`src/rtl/isel_pkg.sv`:
```
package isel_pkg;
  localparam int AGE_W    = 6;
  localparam int FLD_W    = 4;
  localparam int FLT_BIT  = 3;
  localparam int CRIT_BIT = 0;
  localparam int KEY_W    = AGE_W + 1;

  typedef enum logic [1:0] {
    POL_AGE    = 2'd0,
    POL_FAULT  = 2'd1,
    POL_CRIT   = 2'd2,
    POL_AGE_B  = 2'd3
  } pol_e;
endpackage

```
`src/rtl/isel_key.sv`:
```
module isel_key
  import isel_pkg::*;
#(
  parameter int N  = 32,
  parameter int UW = 2,
  parameter int NU = 4
) (
  input  logic [1:0]         policy,
  input  logic [AGE_W-1:0]   alloc_stamp,
  input  logic [N-1:0]       ready,
  input  logic [N*AGE_W-1:0] age_flat,
  input  logic [N*FLD_W-1:0] fld_flat,
  input  logic [N*UW-1:0]    unit_flat,
  input  logic [NU-1:0]      unit_avail,
  output logic [N-1:0]       elig,
  output logic [N*KEY_W-1:0] key_flat
);
  pol_e pol;
  assign pol = pol_e'(policy);

  for (genvar i = 0; i < N; i++) begin : g_ent
    logic [AGE_W-1:0] age_i;
    logic [FLD_W-1:0] fld_i;
    logic [UW-1:0]    unit_i;
    logic [AGE_W-1:0] rel_i;
    logic             cls_i;

    assign age_i  = age_flat[i*AGE_W +: AGE_W];
    assign fld_i  = fld_flat[i*FLD_W +: FLD_W];
    assign unit_i = unit_flat[i*UW +: UW];
    assign rel_i  = alloc_stamp - age_i;

    always_comb begin
      unique case (pol)
        POL_FAULT: cls_i = fld_i[FLT_BIT];
        POL_CRIT:  cls_i = fld_i[FLT_BIT] & fld_i[CRIT_BIT];
        default:   cls_i = 1'b0;
      endcase
    end

    assign elig[i] = ready[i] & unit_avail[unit_i];
    assign key_flat[i*KEY_W +: KEY_W] = {cls_i, rel_i};
  end
endmodule

```
`src/rtl/isel_pick.sv`:
```
module isel_pick
  import isel_pkg::*;
#(
  parameter int N  = 32,
  parameter int IW = 5
) (
  input  logic [N-1:0]       cand,
  input  logic [N*KEY_W-1:0] keys,
  output logic               found,
  output logic [IW-1:0]      idx
);
  logic [KEY_W-1:0] best;

  always_comb begin
    found = 1'b0;
    idx   = '0;
    best  = '0;
    for (int i = 0; i < N; i++) begin
      if (cand[i] && (!found || keys[i*KEY_W +: KEY_W] > best)) begin
        found = 1'b1;
        idx   = IW'(i);
        best  = keys[i*KEY_W +: KEY_W];
      end
    end
  end
endmodule

```
`src/rtl/isel_crit.sv`:
```
module isel_crit #(
  parameter int N        = 32,
  parameter int TAGW     = 6,
  parameter int CW       = 6,
  parameter int CRIT_DEF = 8
) (
  input  logic            clk,
  input  logic            rst_n,
  input  logic            bc_vld,
  input  logic [TAGW-1:0] bc_tag,
  input  logic [N-1:0]    bc_match,
  input  logic            thr_we,
  input  logic [CW-1:0]   thr_wdata,
  output logic            upd_vld,
  output logic [TAGW-1:0] upd_tag,
  output logic            upd_crit
);
  logic [CW-1:0]   thr_q, thr_d;
  logic            thr_en;
  logic [CW-1:0]   mcount;
  logic            crit_d;
  logic            upd_en;

  always_comb begin
    mcount = '0;
    for (int i = 0; i < N; i++) mcount = mcount + CW'(bc_match[i]);
  end

  assign thr_en = thr_we && (thr_wdata != '0) && (int'(thr_wdata) <= N);
  assign thr_d  = thr_wdata;
  assign crit_d = bc_vld && (mcount >= thr_q);
  assign upd_en = bc_vld;

  always_ff @(posedge clk or negedge rst_n) begin
    if (!rst_n)      thr_q <= CW'(CRIT_DEF);
    else if (thr_en) thr_q <= thr_d;
  end

  always_ff @(posedge clk or negedge rst_n) begin
    if (!rst_n) begin
      upd_vld  <= 1'b0;
      upd_crit <= 1'b0;
    end else begin
      upd_vld  <= bc_vld;
      upd_crit <= crit_d;
    end
  end

  always_ff @(posedge clk or negedge rst_n) begin
    if (!rst_n)      upd_tag <= '0;
    else if (upd_en) upd_tag <= bc_tag;
  end
endmodule

```
`src/rtl/issue_select.sv`:
```
module issue_select
  import isel_pkg::*;
#(
  parameter int N        = 32,
  parameter int W        = 4,
  parameter int NU       = 4,
  parameter int TAGW     = 6,
  parameter int CRIT_DEF = 8,
  localparam int IW      = $clog2(N),
  localparam int UW      = $clog2(NU),
  localparam int CW      = $clog2(N + 1)
) (
  input  logic               clk,
  input  logic               rst_n,
  input  logic [1:0]         policy,
  input  logic [AGE_W-1:0]   alloc_stamp,
  input  logic [N-1:0]       ready,
  input  logic [N*AGE_W-1:0] age_flat,
  input  logic [N*FLD_W-1:0] fld_flat,
  input  logic [N*UW-1:0]    unit_flat,
  input  logic [NU-1:0]      unit_avail,
  input  logic               bc_vld,
  input  logic [TAGW-1:0]    bc_tag,
  input  logic [N-1:0]       bc_match,
  input  logic               thr_we,
  input  logic [CW-1:0]      thr_wdata,
  output logic [N-1:0]       gnt_vec,
  output logic [W-1:0]       gnt_vld,
  output logic [W*IW-1:0]    gnt_idx,
  output logic               upd_vld,
  output logic [TAGW-1:0]    upd_tag,
  output logic               upd_crit
);
  logic [N-1:0]       elig;
  logic [N*KEY_W-1:0] key_flat;
  logic [N-1:0]       rem [W+1];
  logic [W-1:0]       pk_found;
  logic [IW-1:0]      pk_idx [W];

  logic [N-1:0]       gnt_vec_d;
  logic [W-1:0]       gnt_vld_d;
  logic [W*IW-1:0]    gnt_idx_d;

  isel_key #(.N(N), .UW(UW), .NU(NU)) u_key (
    .policy      (policy),
    .alloc_stamp (alloc_stamp),
    .ready       (ready),
    .age_flat    (age_flat),
    .fld_flat    (fld_flat),
    .unit_flat   (unit_flat),
    .unit_avail  (unit_avail),
    .elig        (elig),
    .key_flat    (key_flat)
  );

  assign rem[0] = elig;

  for (genvar k = 0; k < W; k++) begin : g_slot
    isel_pick #(.N(N), .IW(IW)) u_pick (
      .cand  (rem[k]),
      .keys  (key_flat),
      .found (pk_found[k]),
      .idx   (pk_idx[k])
    );
    assign rem[k+1] = pk_found[k] ? (rem[k] & ~(N'(1) << pk_idx[k])) : rem[k];
  end

  always_comb begin
    gnt_vec_d = elig & ~rem[W];
    gnt_vld_d = pk_found;
    for (int k = 0; k < W; k++) gnt_idx_d[k*IW +: IW] = pk_idx[k];
  end

  always_ff @(posedge clk or negedge rst_n) begin
    if (!rst_n) begin
      gnt_vec <= '0;
      gnt_vld <= '0;
      gnt_idx <= '0;
    end else begin
      gnt_vec <= gnt_vec_d;
      gnt_vld <= gnt_vld_d;
      gnt_idx <= gnt_idx_d;
    end
  end

  isel_crit #(.N(N), .TAGW(TAGW), .CW(CW), .CRIT_DEF(CRIT_DEF)) u_crit (
    .clk       (clk),
    .rst_n     (rst_n),
    .bc_vld    (bc_vld),
    .bc_tag    (bc_tag),
    .bc_match  (bc_match),
    .thr_we    (thr_we),
    .thr_wdata (thr_wdata),
    .upd_vld   (upd_vld),
    .upd_tag   (upd_tag),
    .upd_crit  (upd_crit)
  );
endmodule

```
`config.mk`:
```
export PLATFORM = sky130hd
export DESIGN_NAME = issue_select
export DESIGN_NICKNAME = d
export VERILOG_FILES = /design/src/rtl/isel_pkg.sv /design/src/rtl/isel_key.sv /design/src/rtl/isel_pick.sv /design/src/rtl/isel_crit.sv /design/src/rtl/issue_select.sv
export SDC_FILE = /design/constraint.sdc
export NUM_CORES = 2
export LEC_CHECK = 0
export BUFFER_PORTS_ARGS = -buffer_cell sky130_fd_sc_hd__buf_2
export CORE_AREA = 2 2 336 471
export CTS_BUF_LIST = sky130_fd_sc_hd__clkbuf_4 sky130_fd_sc_hd__clkbuf_8
export CTS_CLUSTER_DIAMETER = 50
export CTS_CLUSTER_SIZE = 12
export DETAILED_ROUTE_END_ITERATION = 16
export DIE_AREA = 0 0 338 473
export GPL_TIMING_DRIVEN = 0
export HOLD_SLACK_MARGIN = 0.05
export PLACE_DENSITY = 0.52
export SETUP_SLACK_MARGIN = 0.5
export SLEW_MARGIN = 5
export SYNTH_ARGS = -nofsm -noshare
export SYNTH_HDL_FRONTEND = slang
export SYNTH_SLANG_ARGS = --single-unit
```
`constraint.sdc`:
```
create_clock -name clk -period 2.92 [get_ports clk]
set_input_delay 0.146 -clock clk [delete_from_list [all_inputs] [get_ports clk]]
set_output_delay 0.146 -clock clk [all_outputs]
set_load 0.05 [all_outputs]
```
Word-level counts from Yosys, hierarchy flattened
Cells that the tools add are included.

Bits in registers: 70. Word-level logic and storage cells: 1160.

Bitwise logic cells: 74. Shifts and indexed selects: 4. Equal/unequal tests: 2. Multiplexer cells: 476. $add $sub $neg: 63. Magnitude comparators: 158. Reductions and logical operators: 376.

Operator list (count): > comparator 7 bit (124); 2-to-1 mux 7 bit (124); 2-to-1 mux 5 bit (64); subtractor 6 bit (32); adder 6 x 1 -> 6 bit (30); 2-to-1 mux 1 bit (164); AND 32 bit (5); inverter 32 bit (5); 2-to-1 mux 32 bit (4); 2-to-1 mux 4 bit (32); left shift 1 x 5 -> 32 bit (first input constant) (4); logical AND 1 bit (127); zero test 1 bit (124); logical OR 1 bit (124); < comparator 2 x 3 -> 1 bit (second input constant) (32); AND 1 bit (64); binary-select mux 1 bit (select 2 bit) (32); one-hot mux 1 bit (2 select lines) (32); 2-to-1 mux 3 bit (16); 2-to-1 mux 2 bit (8); greater-or-equal comparator 6 bit (1); less-or-equal comparator 6 bit (second input constant) (1); nonzero test 6 bit (1); adder 1 x 1 -> 2 bit (1); 2 further kinds (2).

Depth between registers and ports, before layout
Word-level depth: 521. Gate-level depth with buffers: 1341. Depth with buffers taken out: 1260.

Modules after synthesis
A second synthesis with hierarchy kept.

Cells, all modules: 8368. Area, all modules: 59358.2 sq um.

By module, submodules not included: isel_pick at g_slot[0].u_pick (cells an instance 1670, instances 1, sequential area each 0.0 sq um, area each 11543.6 sq um); isel_pick at g_slot[3].u_pick (cells an instance 1718, instances 1, sequential area each 0.0 sq um, area each 11501.0 sq um); isel_pick at g_slot[2].u_pick (cells an instance 1659, instances 1, sequential area each 0.0 sq um, area each 11482.3 sq um); isel_pick at g_slot[1].u_pick (cells an instance 1610, instances 1, sequential area each 0.0 sq um, area each 11088.1 sq um); isel_key (cells an instance 1181, instances 1, sequential area each 0.0 sq um, area each 9021.2 sq um); issue_select (cells an instance 381, instances 1, sequential area each 1401.3 sq um, area each 3184.3 sq um); isel_crit (cells an instance 149, instances 1, sequential area each 351.6 sq um, area each 1537.7 sq um).

Worst setup path after synthesis
Ideal clock, no wire load.

Path kind: input-to-reg. Start: input alloc_stamp[0]. End: register gnt_vec[7]. Path buffers: 88. Setup slack: -212760 ps. Library setup time: 77 ps. Stages: 1213. Data arrival time: 215603 ps. Data required time: 2843 ps. Path through: inv_1 > ha_1 > inv_1 > fa_1 > a21o_1 > a21oi_1 > xor2_1 > inv_1 > ha_1 > and4_1 > nand3_1 > a21oi_1 > o21ai_0 > o31ai_2 > mux2_2 > ha_1 > o211a_1 > o31ai_1 > [... 1177 more ...] > clkbuf_1 > buf_1 > nand2_1 > o21a_1 > o21a_1 > ha_1 > a21oi_1 > nor2b_1 > o21ai_0 > o21ai_0 > o22ai_1 > a21oi_1 > or4b_1 > buf_2 > nor3_1 > and3_1 > nand3_1 > a21oi_1.

RTL lines: start, declared (line issue_select.sv:16) `input logic [AGE_W-1:0] alloc_stamp,`; end signal, assigned (line issue_select.sv:80) `gnt_vec <= gnt_vec_d;`; end, declared (line issue_select.sv:27) `output logic [N-1:0] gnt_vec,`.

==> impl_metrics.ini <==
[detailed_routing]
firstDrtPassIters = 7
wl_per_cell_um = 28.70
post_drt_via_cell_ratio = 6.052
drt-total-wl_um = 298700
drc_errors = 0
num_vias = 62990
ant_nets = 0
drt_iter0_markers = 5159

[timing]
post-route-period-util = 75.91
min_period_ns = 221.67
timing.slew.headroom = -0.02214
tightest_slew_ns = 1.522
skew_ns = 0.005054
fmax_mhz = 4.511
fin_ws_ns = -218.75
rsz0062_at_grt = yes
hold_viol_final = 0
setup_viol = 57
slew_viol_final = 8

[placed_design]
place_hpwl_um = 232600
place_congestion = 1.027
port_buffers = 474
dpl.cell_count = 9129

[grt]
grt_pass1_wl_um = 414800
overflow = 0
grt_use_total = 0.3520
grtUsageMet3 = 0.07686
grt_pass1_vias = 62120
grt_busiest_layer = met2
antenna_found_initial = 21
grt_max_degree = 50
grt_util_met1 = 0.3890
met2_usage = 0.5839

[job]
drv_cap = 2

[setup_path]
rr_startpoint = u_crit.thr_q[0]
slowest_delay_ns = 0.61
critPathLaunch = unit_avail[3]
rr_endpoint = u_crit.upd_crit
endpoint_kind = flip-flop
cp.required_ns = 3.29
r2r_slack_ns = 1.18
cp.arrival_ns = 222.04
startpoint_type = input pin
path_max_fanout = 10
worst_path_max_delay_cell = a2111oi_4
critical_path_class = input pin to flip-flop
crit_path_end = gnt_vec[2]
worst_path_most_repeated_cell = o21ai_1
reg2reg_depth = 9

[cts]
clock_sinks = 70
cts-root-buf = clkbuf_8
cts_tree = done
htree_num_levels = 3
clk_path_buf_depth = 2
cts-buffers-inserted = 9
clk_pin_slew_ns = 0.09
clk_latency_ns = 0.48

[finish]
drive_above_1_share = 0.4700
syn2layout_area_growth_pct = 61.26
finalNonFillerCells = 10410
fin_nets = 9882

[worst_hold_path]
hold_path_class = input pin to flip-flop
holdPathStages = 3

[logic_synthesis]
synth_edf_count = 0
synthesis.area_um2 = 49590
syn_inst = 6547
async_flop_share = 1.000
synth_nets = 8119
ys_ff_latch = 70
yosys_warnings = 0
synth.avg_cell_area_um2 = 7.574
synthFlopType = dfrtp_1
ys_seq_area_frac = 0.03535
ys_types = 124

[floorplan]
initial_core_util = 0.3178
die_y_um = 473
die_area_um2 = 159900
die_w_um = 338
core_um2 = 156000
num_rows = 172
ios = 540

[status]
status = complete, but fails checks
failed_checks = capacitance limit, slew limit, setup timing
## area by class of cell
| class | instances | area (um2) |
|---|---|---|
| Antenna cell | 5 | 12.51 |
| Clock inverter | 6 | 46.29 |
| Buffer | 178 | 2126 |
| Tap cell | 2088 | 2613 |
| Inverter | 610 | 2365 |
| Timing Repair Buffer | 1745 | 13060 |
| Clock buffer | 10 | 131.4 |
| Multi-Input combinational cell | 5696 | 57860 |
| Fill cell | 14750 | 76060 |
| Sequential cell | 70 | 1753 |
## placed cells by master, fill, tap and decap left out, types with 61 or more instances in the layout
| cell | instances |
|---|---|
| buf_2 | 488 |
| nor2b_1 | 103 |
| buf_6 | 127 |
| nand4_1 | 133 |
| ha_4 | 252 |
| o21ai_2 | 96 |
| a21oi_4 | 66 |
| buf_8 | 63 |
| a21oi_2 | 175 |
| nor2_4 | 61 |
| a21o_1 | 334 |
| xnor2_1 | 86 |
| o21a_1 | 137 |
| buf_4 | 1090 |
| mux2_4 | 169 |
| o21ai_0 | 92 |
| inv_1 | 537 |
| dfrtp_1 | 69 |
| a21oi_1 | 292 |
| mux2_2 | 110 |
| xor2_1 | 63 |
| o21ai_1 | 167 |
| nand2_1 | 332 |
| nor2_1 | 324 |
| nor2_2 | 64 |
| nor2b_4 | 62 |
| ha_1 | 761 |
| and2_1 | 64 |
| nand2b_1 | 77 |
| nand3_1 | 141 |
## worst max-delay path: cells and delay by family
kind	cells	cell delay (ns)
AOI/OAI and AO/OA	543	96.86
adders and majority gates	110	27.52
buffers and inverters	185	25.48
muxes	53	16.75
and+or+nand+nor	221	29.57
## how the worst min path moves through the flow
stage	startpoint	to
2_1_floorplan	rst_n	gnt_idx[0]
3_3_place_gp	bc_vld	u_crit.upd_vld
3_5_place_dp	rst_n	gnt_vec[14]
4_1_cts	ready[31]	gnt_vec[31]
5_1_grt	ready[31]	gnt_vec[31]
6_report	ready[31]	gnt_vec[31]
## metrics by stage
stage | worst slack [ns] | hold slack, ns | util | area [um2] | TNS, ns
global route | -223.98 | 0.05948 | 0.5125 | 79960 | -
global placement | -260.12 | 0.2702 | 0.3760 | 58660 | -
floorplan | -188.30 | -0.1496 | - | 53670 | -8598.91
detailed placement | -259.14 | 0.1103 | 0.3784 | 59040 | -
CTS | -214.74 | 0.05766 | 0.4721 | 73650 | -9809.69
finish | -218.75 | 0.09459 | 0.5125 | 79970 | -9995.01
## synthesized netlist by cell type (92+ instances only)
cell,number,area (um2)
xnor2_1,97,849.6
mux2_2,278,3131
a21oi_1,525,2628
nand2_1,406,1524
nand3_1,169,845.8
nand4_1,133,832.1
inv_1,598,2245
o21a_1,161,1209
nand2b_1,92,575.6
clkbuf_1,126,473.0
o21ai_0,360,1802
nor2b_1,169,1057
a21o_1,342,2567
ha_1,1040,13010
nor2_1,444,1667
## sequential cells by signal, indices dropped and copies added, names as in the netlist
name / flops
gnt_vld: 4
u_crit.upd_crit: 1
u_crit.upd_vld: 1
gnt_vec: 32
u_crit.upd_tag: 6
gnt_idx: 20
u_crit.thr_q: 6
## kinds of logic after synthesis
kind of cell | synth area share
flip-flops | 0.03535
AND/OR/NAND/NOR | 0.1896
adder cells (fa/ha/maj) | 0.2854
buffers and inverters | 0.06154
AO/OA/AOI/OAI | 0.3042
multiplexers | 0.09548
XOR/XNOR | 0.02844
## repair_timing
item | in CTS | in global routing
endpoints found under the hold margin | 83 | 0
hold buffers | 14 | 0
pin swaps | 573 | 619
resized for setup | 1266 | 837
gates cloned | 36 | 0
buffers inserted | 930 | 276
endpoints found under the setup margin | 57 | 57
## per-layer routing
| layer | routed length, um | share of wire | up-vias |
|---|---|---|---|
| li1 | - | - | 28160 |
| met1 | 110000 | 0.37 | 30450 |
| met2 | 135300 | 0.45 | 3202 |
| met3 | 24070 | 0.081 | 1168 |
| met4 | 29290 | 0.098 | 8 |
| met5 | 45 | 0.00015 | - |
Power is left out: the tool's default activity adds up to more than one toggle a clock period on the data nets, which glitch-free logic cannot reach.
